==> src/rtl/vls_pkg.sv <==
package vls_pkg;

    typedef enum logic [2:0] {
        S_IDLE,
        S_SEEK,
        S_ADDR,
        S_REQ,
        S_WAIT,
        S_UPD,
        S_NEXT
    } seq_state_e;

    typedef enum logic [1:0] {
        AM_SCALAR,
        AM_INDIRECT,
        AM_STRIDE
    } amode_e;

    function automatic amode_e pick_mode(input logic bvec, input logic dvec);
        if (bvec)
            return AM_INDIRECT;
        else if (dvec)
            return AM_STRIDE;
        else
            return AM_SCALAR;
    endfunction

endpackage

==> src/rtl/vls_find_next.sv <==
// Finds the lowest set mask bit at or above 'from' and below 'limit'.
module vls_find_next #(
    parameter int N  = 8,
    parameter int IW = 4
) (
    input  logic [N-1:0]  mask,
    input  logic [IW-1:0] from,
    input  logic [IW-1:0] limit,
    output logic          found,
    output logic [IW-1:0] idx
);
    logic [N-1:0] cand;

    for (genvar k = 0; k < N; k++) begin : g_cand
        assign cand[k] = mask[k] && (IW'(k) >= from) && (IW'(k) < limit);
    end

    always_comb begin
        found = |cand;
        idx   = '0;
        for (int k = N - 1; k >= 0; k--) begin
            if (cand[k]) idx = IW'(k);
        end
    end

    // a chosen element always lies inside the search window
    always_comb begin
        if (found) begin
            a_r9_pick_in_window: assert (idx >= from && idx < limit);
        end
    end

endmodule

==> src/rtl/vls_agen.sv <==
// Effective address generation for the three addressing forms.
module vls_agen #(
    parameter int XLEN = 32,
    parameter int IW   = 4
) (
    input  vls_pkg::amode_e   mode,
    input  logic              first,
    input  logic [XLEN-1:0]   rd_data,
    input  logic [XLEN-1:0]   hold,
    input  logic [XLEN-1:0]   imm,
    input  logic [IW-1:0]     step,
    output logic [XLEN-1:0]   ea,
    output logic [XLEN-1:0]   next_hold
);
    import vls_pkg::*;

    logic [XLEN-1:0] origin;

    always_comb begin
        origin = first ? rd_data : hold;
        case (mode)
            AM_STRIDE: begin
                ea        = origin + XLEN'(step) * imm;
                next_hold = origin;
            end
            AM_INDIRECT: begin
                ea        = rd_data + imm;
                next_hold = hold;
            end
            default: begin
                ea        = rd_data + imm;
                next_hold = hold;
            end
        endcase
    end

endmodule

==> src/rtl/vload_seq.sv <==
module vload_seq #(
    parameter int XLEN  = 32,
    parameter int NREG  = 32,
    parameter int MAXVL = 8,
    localparam int RW   = $clog2(NREG),
    localparam int IW   = $clog2(MAXVL + 1)
) (
    input  logic             clk,
    input  logic             rst_n,
    input  logic             start,
    input  logic [RW-1:0]    base_reg,
    input  logic             base_vec,
    input  logic [RW-1:0]    dest_reg,
    input  logic             dest_vec,
    input  logic [XLEN-1:0]  imm,
    input  logic [MAXVL-1:0] src_mask,
    input  logic [MAXVL-1:0] dst_mask,
    input  logic [IW-1:0]    vl,
    input  logic             upd_en,
    output logic             busy,
    output logic             done,
    output logic [RW-1:0]    rf_rd_addr,
    input  logic [XLEN-1:0]  rf_rd_data,
    output logic             rf_wr_en,
    output logic [RW-1:0]    rf_wr_addr,
    output logic [XLEN-1:0]  rf_wr_data,
    output logic             mem_req_valid,
    input  logic             mem_req_ready,
    output logic [XLEN-1:0]  mem_req_addr,
    input  logic             mem_rsp_valid,
    input  logic [XLEN-1:0]  mem_rsp_data
);
    import vls_pkg::*;

    typedef struct packed {
        seq_state_e       st;
        logic [RW-1:0]    breg;
        logic [RW-1:0]    dreg;
        logic             bvec;
        logic             dvec;
        logic             upd;
        logic [XLEN-1:0]  imm;
        logic [XLEN-1:0]  ea;
        logic [XLEN-1:0]  hold;
        logic [MAXVL-1:0] smask;
        logic [MAXVL-1:0] dmask;
        logic [IW-1:0]    vl;
        logic [IW-1:0]    i;
        logic [IW-1:0]    j;
        logic             first;
        logic             done;
    } seq_t;

    seq_t q, d;

    // element register numbers
    logic [RW-1:0]   base_elem;
    logic [RW-1:0]   dest_elem;
    logic            src_found, dst_found;
    logic [IW-1:0]   src_idx, dst_idx;
    logic [XLEN-1:0] agen_ea, agen_hold;
    amode_e          mode;
    logic            seek_end;
    logic [IW-1:0]   vl_clamped;

    assign mode       = pick_mode(q.bvec, q.dvec);
    assign base_elem  = q.breg + (q.bvec ? RW'(q.i) : RW'(0));
    assign dest_elem  = q.dreg + (q.dvec ? RW'(q.j) : RW'(0));
    assign vl_clamped = (vl > IW'(MAXVL)) ? IW'(MAXVL) : vl;

    vls_find_next #(.N(MAXVL), .IW(IW)) u_src_seek (
        .mask  (q.smask),
        .from  (q.i),
        .limit (q.vl),
        .found (src_found),
        .idx   (src_idx)
    );

    vls_find_next #(.N(MAXVL), .IW(IW)) u_dst_seek (
        .mask  (q.dmask),
        .from  (q.j),
        .limit (q.vl),
        .found (dst_found),
        .idx   (dst_idx)
    );

    vls_agen #(.XLEN(XLEN), .IW(IW)) u_agen (
        .mode      (mode),
        .first     (q.first),
        .rd_data   (rf_rd_data),
        .hold      (q.hold),
        .imm       (q.imm),
        .step      (q.j),
        .ea        (agen_ea),
        .next_hold (agen_hold)
    );

    assign seek_end = (q.bvec && !src_found) || (q.dvec && !dst_found);

    always_comb begin
        d             = q;
        d.done        = 1'b0;
        rf_rd_addr    = base_elem;
        rf_wr_en      = 1'b0;
        rf_wr_addr    = '0;
        rf_wr_data    = '0;
        mem_req_valid = (q.st == S_REQ);
        mem_req_addr  = q.ea;

        case (q.st)
            S_IDLE: begin
                if (start) begin
                    d.breg  = base_reg;
                    d.dreg  = dest_reg;
                    d.bvec  = base_vec;
                    d.dvec  = dest_vec;
                    d.upd   = upd_en;
                    d.imm   = imm;
                    d.smask = src_mask;
                    d.dmask = dst_mask;
                    d.vl    = vl_clamped;
                    d.i     = '0;
                    d.j     = '0;
                    d.first = 1'b1;
                    d.st    = S_SEEK;
                end
            end
            S_SEEK: begin
                if (seek_end) begin
                    d.done = 1'b1;
                    d.st   = S_IDLE;
                end else begin
                    if (q.bvec) d.i = src_idx;
                    if (q.dvec) d.j = dst_idx;
                    d.st = S_ADDR;
                end
            end
            S_ADDR: begin
                d.ea    = agen_ea;
                d.hold  = agen_hold;
                d.first = 1'b0;
                d.st    = S_REQ;
            end
            S_REQ: begin
                if (mem_req_ready) d.st = S_WAIT;
            end
            S_WAIT: begin
                if (mem_rsp_valid) begin
                    rf_wr_en   = 1'b1;
                    rf_wr_addr = dest_elem;
                    rf_wr_data = mem_rsp_data;
                    d.st       = q.upd ? S_UPD : S_NEXT;
                end
            end
            S_UPD: begin
                rf_wr_en   = 1'b1;
                rf_wr_addr = base_elem;
                rf_wr_data = q.ea;
                d.st       = S_NEXT;
            end
            S_NEXT: begin
                if (!q.dvec) begin
                    d.done = 1'b1;
                    d.st   = S_IDLE;
                end else begin
                    d.i  = q.i + IW'(q.bvec);
                    d.j  = q.j + IW'(1);
                    d.st = S_SEEK;
                end
            end
            default: d.st = S_IDLE;
        endcase
    end

    always_ff @(posedge clk) begin
        if (!rst_n) q <= '0;
        else        q <= d;
    end

    assign busy = (q.st != S_IDLE);
    assign done = q.done;

    // a pending request holds its address until accepted
    a_r10_req_hold: assert property (@(posedge clk) disable iff (!rst_n)
        mem_req_valid && !mem_req_ready |=> mem_req_valid && $stable(mem_req_addr));

    // no second request right behind an accepted one
    a_r10_single_outstanding: assert property (@(posedge clk) disable iff (!rst_n)
        mem_req_valid && mem_req_ready |=> !mem_req_valid);

    // done lasts one cycle
    a_r11_done_pulse: assert property (@(posedge clk) disable iff (!rst_n)
        done |=> !done);

    // done only with the block idle
    a_r11_done_idle: assert property (@(posedge clk) disable iff (!rst_n)
        done |-> !busy);

    // a vector destination never reads beyond the vector length
    a_r9_index_bound: assert property (@(posedge clk) disable iff (!rst_n)
        mem_req_valid && q.dvec |-> q.j < q.vl);

    // a read only for an enabled destination element
    a_r4_dst_active: assert property (@(posedge clk) disable iff (!rst_n)
        mem_req_valid && q.dvec |-> |(q.dmask & (MAXVL'(1) << q.j)));

    // a read only for an enabled source element
    a_r5_src_active: assert property (@(posedge clk) disable iff (!rst_n)
        mem_req_valid && q.bvec |-> |(q.smask & (MAXVL'(1) << q.i)));

endmodule

==> config.mk <==
export PLATFORM = sky130hd
export DESIGN_NAME = vload_seq
export DESIGN_NICKNAME = d
export VERILOG_FILES = /design/src/rtl/vls_pkg.sv /design/src/rtl/vls_find_next.sv /design/src/rtl/vls_agen.sv /design/src/rtl/vload_seq.sv
export SDC_FILE = /design/constraint.sdc
export NUM_CORES = 1
export LEC_CHECK = 0
export ABC_AREA = 1
export ABC_CLOCK_PERIOD_IN_PS = 8800
export BUFFER_PORTS_ARGS = -buffer_cell sky130_fd_sc_hd__clkbuf_2
export CAP_MARGIN = 5
export CELL_PAD_IN_SITES_DETAIL_PLACEMENT = 1
export CELL_PAD_IN_SITES_GLOBAL_PLACEMENT = 1
export CORE_UTILIZATION = 40
export CTS_BUF_LIST = sky130_fd_sc_hd__clkbuf_8 sky130_fd_sc_hd__clkbuf_16
export DETAILED_ROUTE_END_ITERATION = 16
export GPL_ROUTABILITY_DRIVEN = 0
export PLACE_DENSITY = 0.77
export SYNTH_ARGS = -nofsm -noshare
export SYNTH_HDL_FRONTEND = slang
export SYNTH_HIERARCHICAL = 1
export SYNTH_SLANG_ARGS = --single-unit
==> constraint.sdc <==
create_clock -name clk -period 8.8 [get_ports clk]
set_input_delay 1.76 -clock clk [delete_from_list [all_inputs] [get_ports clk]]
set_output_delay 1.76 -clock clk [all_outputs]
set_load 0.02 [all_outputs]
==> reports/metrics.sh <==
MAX_STAGE_DELAY_NS=0.54
GRT_MAX_DEGREE=87
WORST-PATH-BUF-INV=4
SYN_INST=2572
TIMING.HOLD.WORST_PATH_DEPTH=2
VIAS_IN_THE_FIRST_GLOBAL_ROUTE=16552
CTS-HTREE-LEVELS=4
CRITICAL_PATH_DEPTH=19
LAYOUT.CELLS.MOST_COMMON_LIST='nand2_1, inv_1, clkbuf_2, a21oi_1, o21ai_0'
MAPPEDNETLISTNETS=2872
GRT_SETUP_UNREPAIRED='false'
SYNTH.DISTINCT_CELLS=47
POST_CTS.REPAIR.SETUP_BUFFERS=0
FINAL_MAX_SLEW_VIOL_COUNT=0
DRIVE_GT1_FRAC=0.113
ENDPOINT='mem_req_addr[25]'
GLOBAL_ROUTE.USAGE.TOTAL=0.290
WORST_SETUP_PATH_START_KIND='flop'
FINAL_SETUP_VIOLATION_COUNT=0
TIGHTESTPINTRANSITION_NS=0.998
ACHIEVABLE-FREQUENCY_MHz=207
MAX_SLEW_MARGIN=0.333
YOSYS_WARNINGS=6
CRITPATHKIND='reg2reg'
CORE_UM2=37900
CRIT_REQUIRED_NS=9.12
NUMBER_OF_ROWS_IN_THE_CORE_AREA=71
VDD.IR_DROP.WORST_uV=156
CTS_HOLD_BUFFERS_ADDED=0
CTS_NUM_SINKS=142
REPORT.POWER.TOTAL_mW=4.12
MOSTFREQUENTLAYOUTCELL='nand2_1'
CTS.ROOT.BUFFER_CELL='clkbuf_16'
DIE_WIDTH_UM=199
GRT-OVFL-TOTAL=0
REPORT.FINAL.HOLD_VIOL_COUNT=0
STATUS='finished clean'
CTS_REPAIR_RESIZE_COUNT=0
CRITPATHMAXFANOUT=33
DETAIL_ROUTE.WIRELENGTH_UM=56100
FINAL_MIN_PERIOD_OVER_CLOCK_PERIOD=0.549
ARRIVAL_NS=5.15
ANTENNA_CELLS=0
YS_FF_LATCH=142
CTS.REPORTEDPATHS.CLKPINSLEW_NS=0.06
POSTPLACECELLAREA_UM2=16700
FP.DIEAREA_UM2=39700
IO_PINS=212
REG2REGPATHDEPTH=19
FF2FF_SETUP_SLACK_NS=3.97
DETAILROUTE.VIA_COUNT=16339
CELL_FAMILY_CONTRIBUTING_THE_MOST_DELAY_ON_THE_CRITICAL_PATH='adder cells'
CTS_BUFFER_DEPTH=2
TIMING.FINAL.WS_SETUP_NS=3.97
CRIT_PATH_FREQUENT_CELL='nand2_1'
CLK-INSERTION-DELAY-LATE_NS=0.47
POWER_DENSITY_nW_PER_UM2=239
GRT_PASS1_WL_UM=88500
FINALSETUPTNS_NS=0
INITIAL_CORE_UTIL=0.410
DP.FINAL_HPWL_UM=45200
CRIT-REG2REG-CAPTURE='mem_req_addr[25]'
DIE-HEIGHT_UM=199
DESIGN_AREA_UM2=17300
DRTPASS1ITERATIONS=6
INITIALDRTVIOLATIONCOUNT=863
LAYOUT_MIN_CYCLE_TIME_NS=4.83
CTS_TREE='done'
ANTENNA_VIOLATING_NETS_POST_ROUTE=0
DETAIL_ROUTE.WL_PER_CELL_UM=17.4
PRE_CTS_WS_NS=4.02
SYNTH_SEQUENTIAL_AREA_RATIO=0.183
CRITICAL_PATH.ENDPOINT_TYPE='flop'
TIMING.HOLD.WORST.CLASS='reg2reg'
SYNTH_AREA_UM2=15500
INITIAL_ANTENNA_VIOLATION_COUNT=0
DRV_CAP=0
DRT_DRC_VIOLATIONS_LEFT=0
VIAS_PER_INST=5.07
CRITPATHLAUNCH='q[3]'
FINALNETCOUNT=2999
POSTSYNTHAREAPERCELL_UM2=6.05
NUMBER_OF_BUFFER_CELLS_ADDED_ON_PRIMARY_PORTS=211
SYN_TO_LAYOUT_AREA_DELTA_PCT=11.1
CRITICAL-PATH-SLOWEST-CELL='fa_1'
TRITONCTS.NUM_BUFFERS=17
LEAKAGEPOWER_nW=9.94
PATH_CELLS='buf_4 > nand2_1 > inv_1 > fa_1 > fa_1 > inv_1 > fa_1 > inv_1 > ha_1 > nand2_1 > nand2_1 > a21oi_1 > nor2_1 > o21bai_1 > nand4_1 > nand3_1 > nand2_1 > o21ai_0 > a21oi_1'
WORST_CLOCK_SKEW_NS=0.0160
WORSTREG2REGSTART='q[3]'
flip-flops by register name, summed over array words and instances, names as in the netlist:
name,cells
done,1
mem_req_addr,32
q,109
synth_stat cells (all sizes together):
cell      n  area share
inv     537        0.13
a21boi    2     0.00097
a22o      2      0.0011
and2      7      0.0028
a31oi     3      0.0012
o21a      1     0.00048
conb      2     0.00048
nor3      9      0.0042
a22oi     1     0.00048
a21oi   187       0.061
o211ai    2      0.0016
nand3   116       0.040
o21ai   172       0.056
buf      72       0.032
fa       89        0.11
nor2    146       0.038
xor2      9      0.0051
dfxtp   142        0.18
nand2   862        0.21
nand4    16      0.0064
a21o      5      0.0024
or2       5      0.0020
clkbuf   43       0.010
and3      3      0.0012
clkinv    2     0.00064
o21bai    5      0.0024
xnor2     6      0.0034
nor4      1     0.00040
a211oi    1     0.00048
ha       77       0.062
mux2i    28       0.018
nand3b   19      0.0094
final cells by class:
class / count / area (um^2)
clock buffers: 20 / 467
clock inverters: 10 / 114
fillers: 5343 / 20700
inverters: 539 / 2030
multi-input cells: 1776 / 10000
flip-flops and latches: 142 / 2840
well taps: 511 / 639
repair buffers: 223 / 1150
stage by stage:
step / util / cells / hold slack (ns)
floorplan: - / 2572 / 0.424
global placement: 0.440 / 3191 / 0.434
detailed placement: 0.440 / 3191 / 0.442
CTS: 0.455 / 3221 / 0.451
global route: 0.455 / 3221 / 0.486
finish: 0.455 / 3221 / 0.449
kinds of logic (layout without fill, tap and decap cells):
family          Yosys count  after routing  share of synthesized area
simple gates           1184           1184                      0.314
buf+inv                 654            792                      0.172
compound gates          381            381                      0.128
fa+ha+maj               166            166                      0.177
flops                   142            142                      0.183
mux                      28             28                     0.0180
xor+xnor                 15             15                    0.00845
other cells               2              2                   0.000483
per-layer routing:
metal,track usage,routed length [um]
met1,0.386,26200
met2,0.486,26300
met3,0.0311,2230
met4,0.0932,1390
met5,0,0
worst min-delay path by stage:
stage | from | to
3_3_place_gp | q[30] | q[30]
3_5_place_dp | q[60] | q[60]
6_report | q[60] | q[60]
4_1_cts | q[60] | q[60]
2_1_floorplan | q[60] | q[60]
5_1_grt | q[52] | q[52]
power breakdown:
part,internal [mW],switching [mW]
sequential,0.803,0.205
clock,0.435,0.319
combinational,0.708,1.65
worst min-delay path: cells and delay by family, from the launching register on:
| kind | cells | cell delay (ns) |
|---|---|---|
| DFF | 1 | 0.31 |
| buffers and inverters | 1 | 0.05 |
| AOI/OAI and AO/OA | 1 | 0.05 |
(Power assumes the default switching activity.)
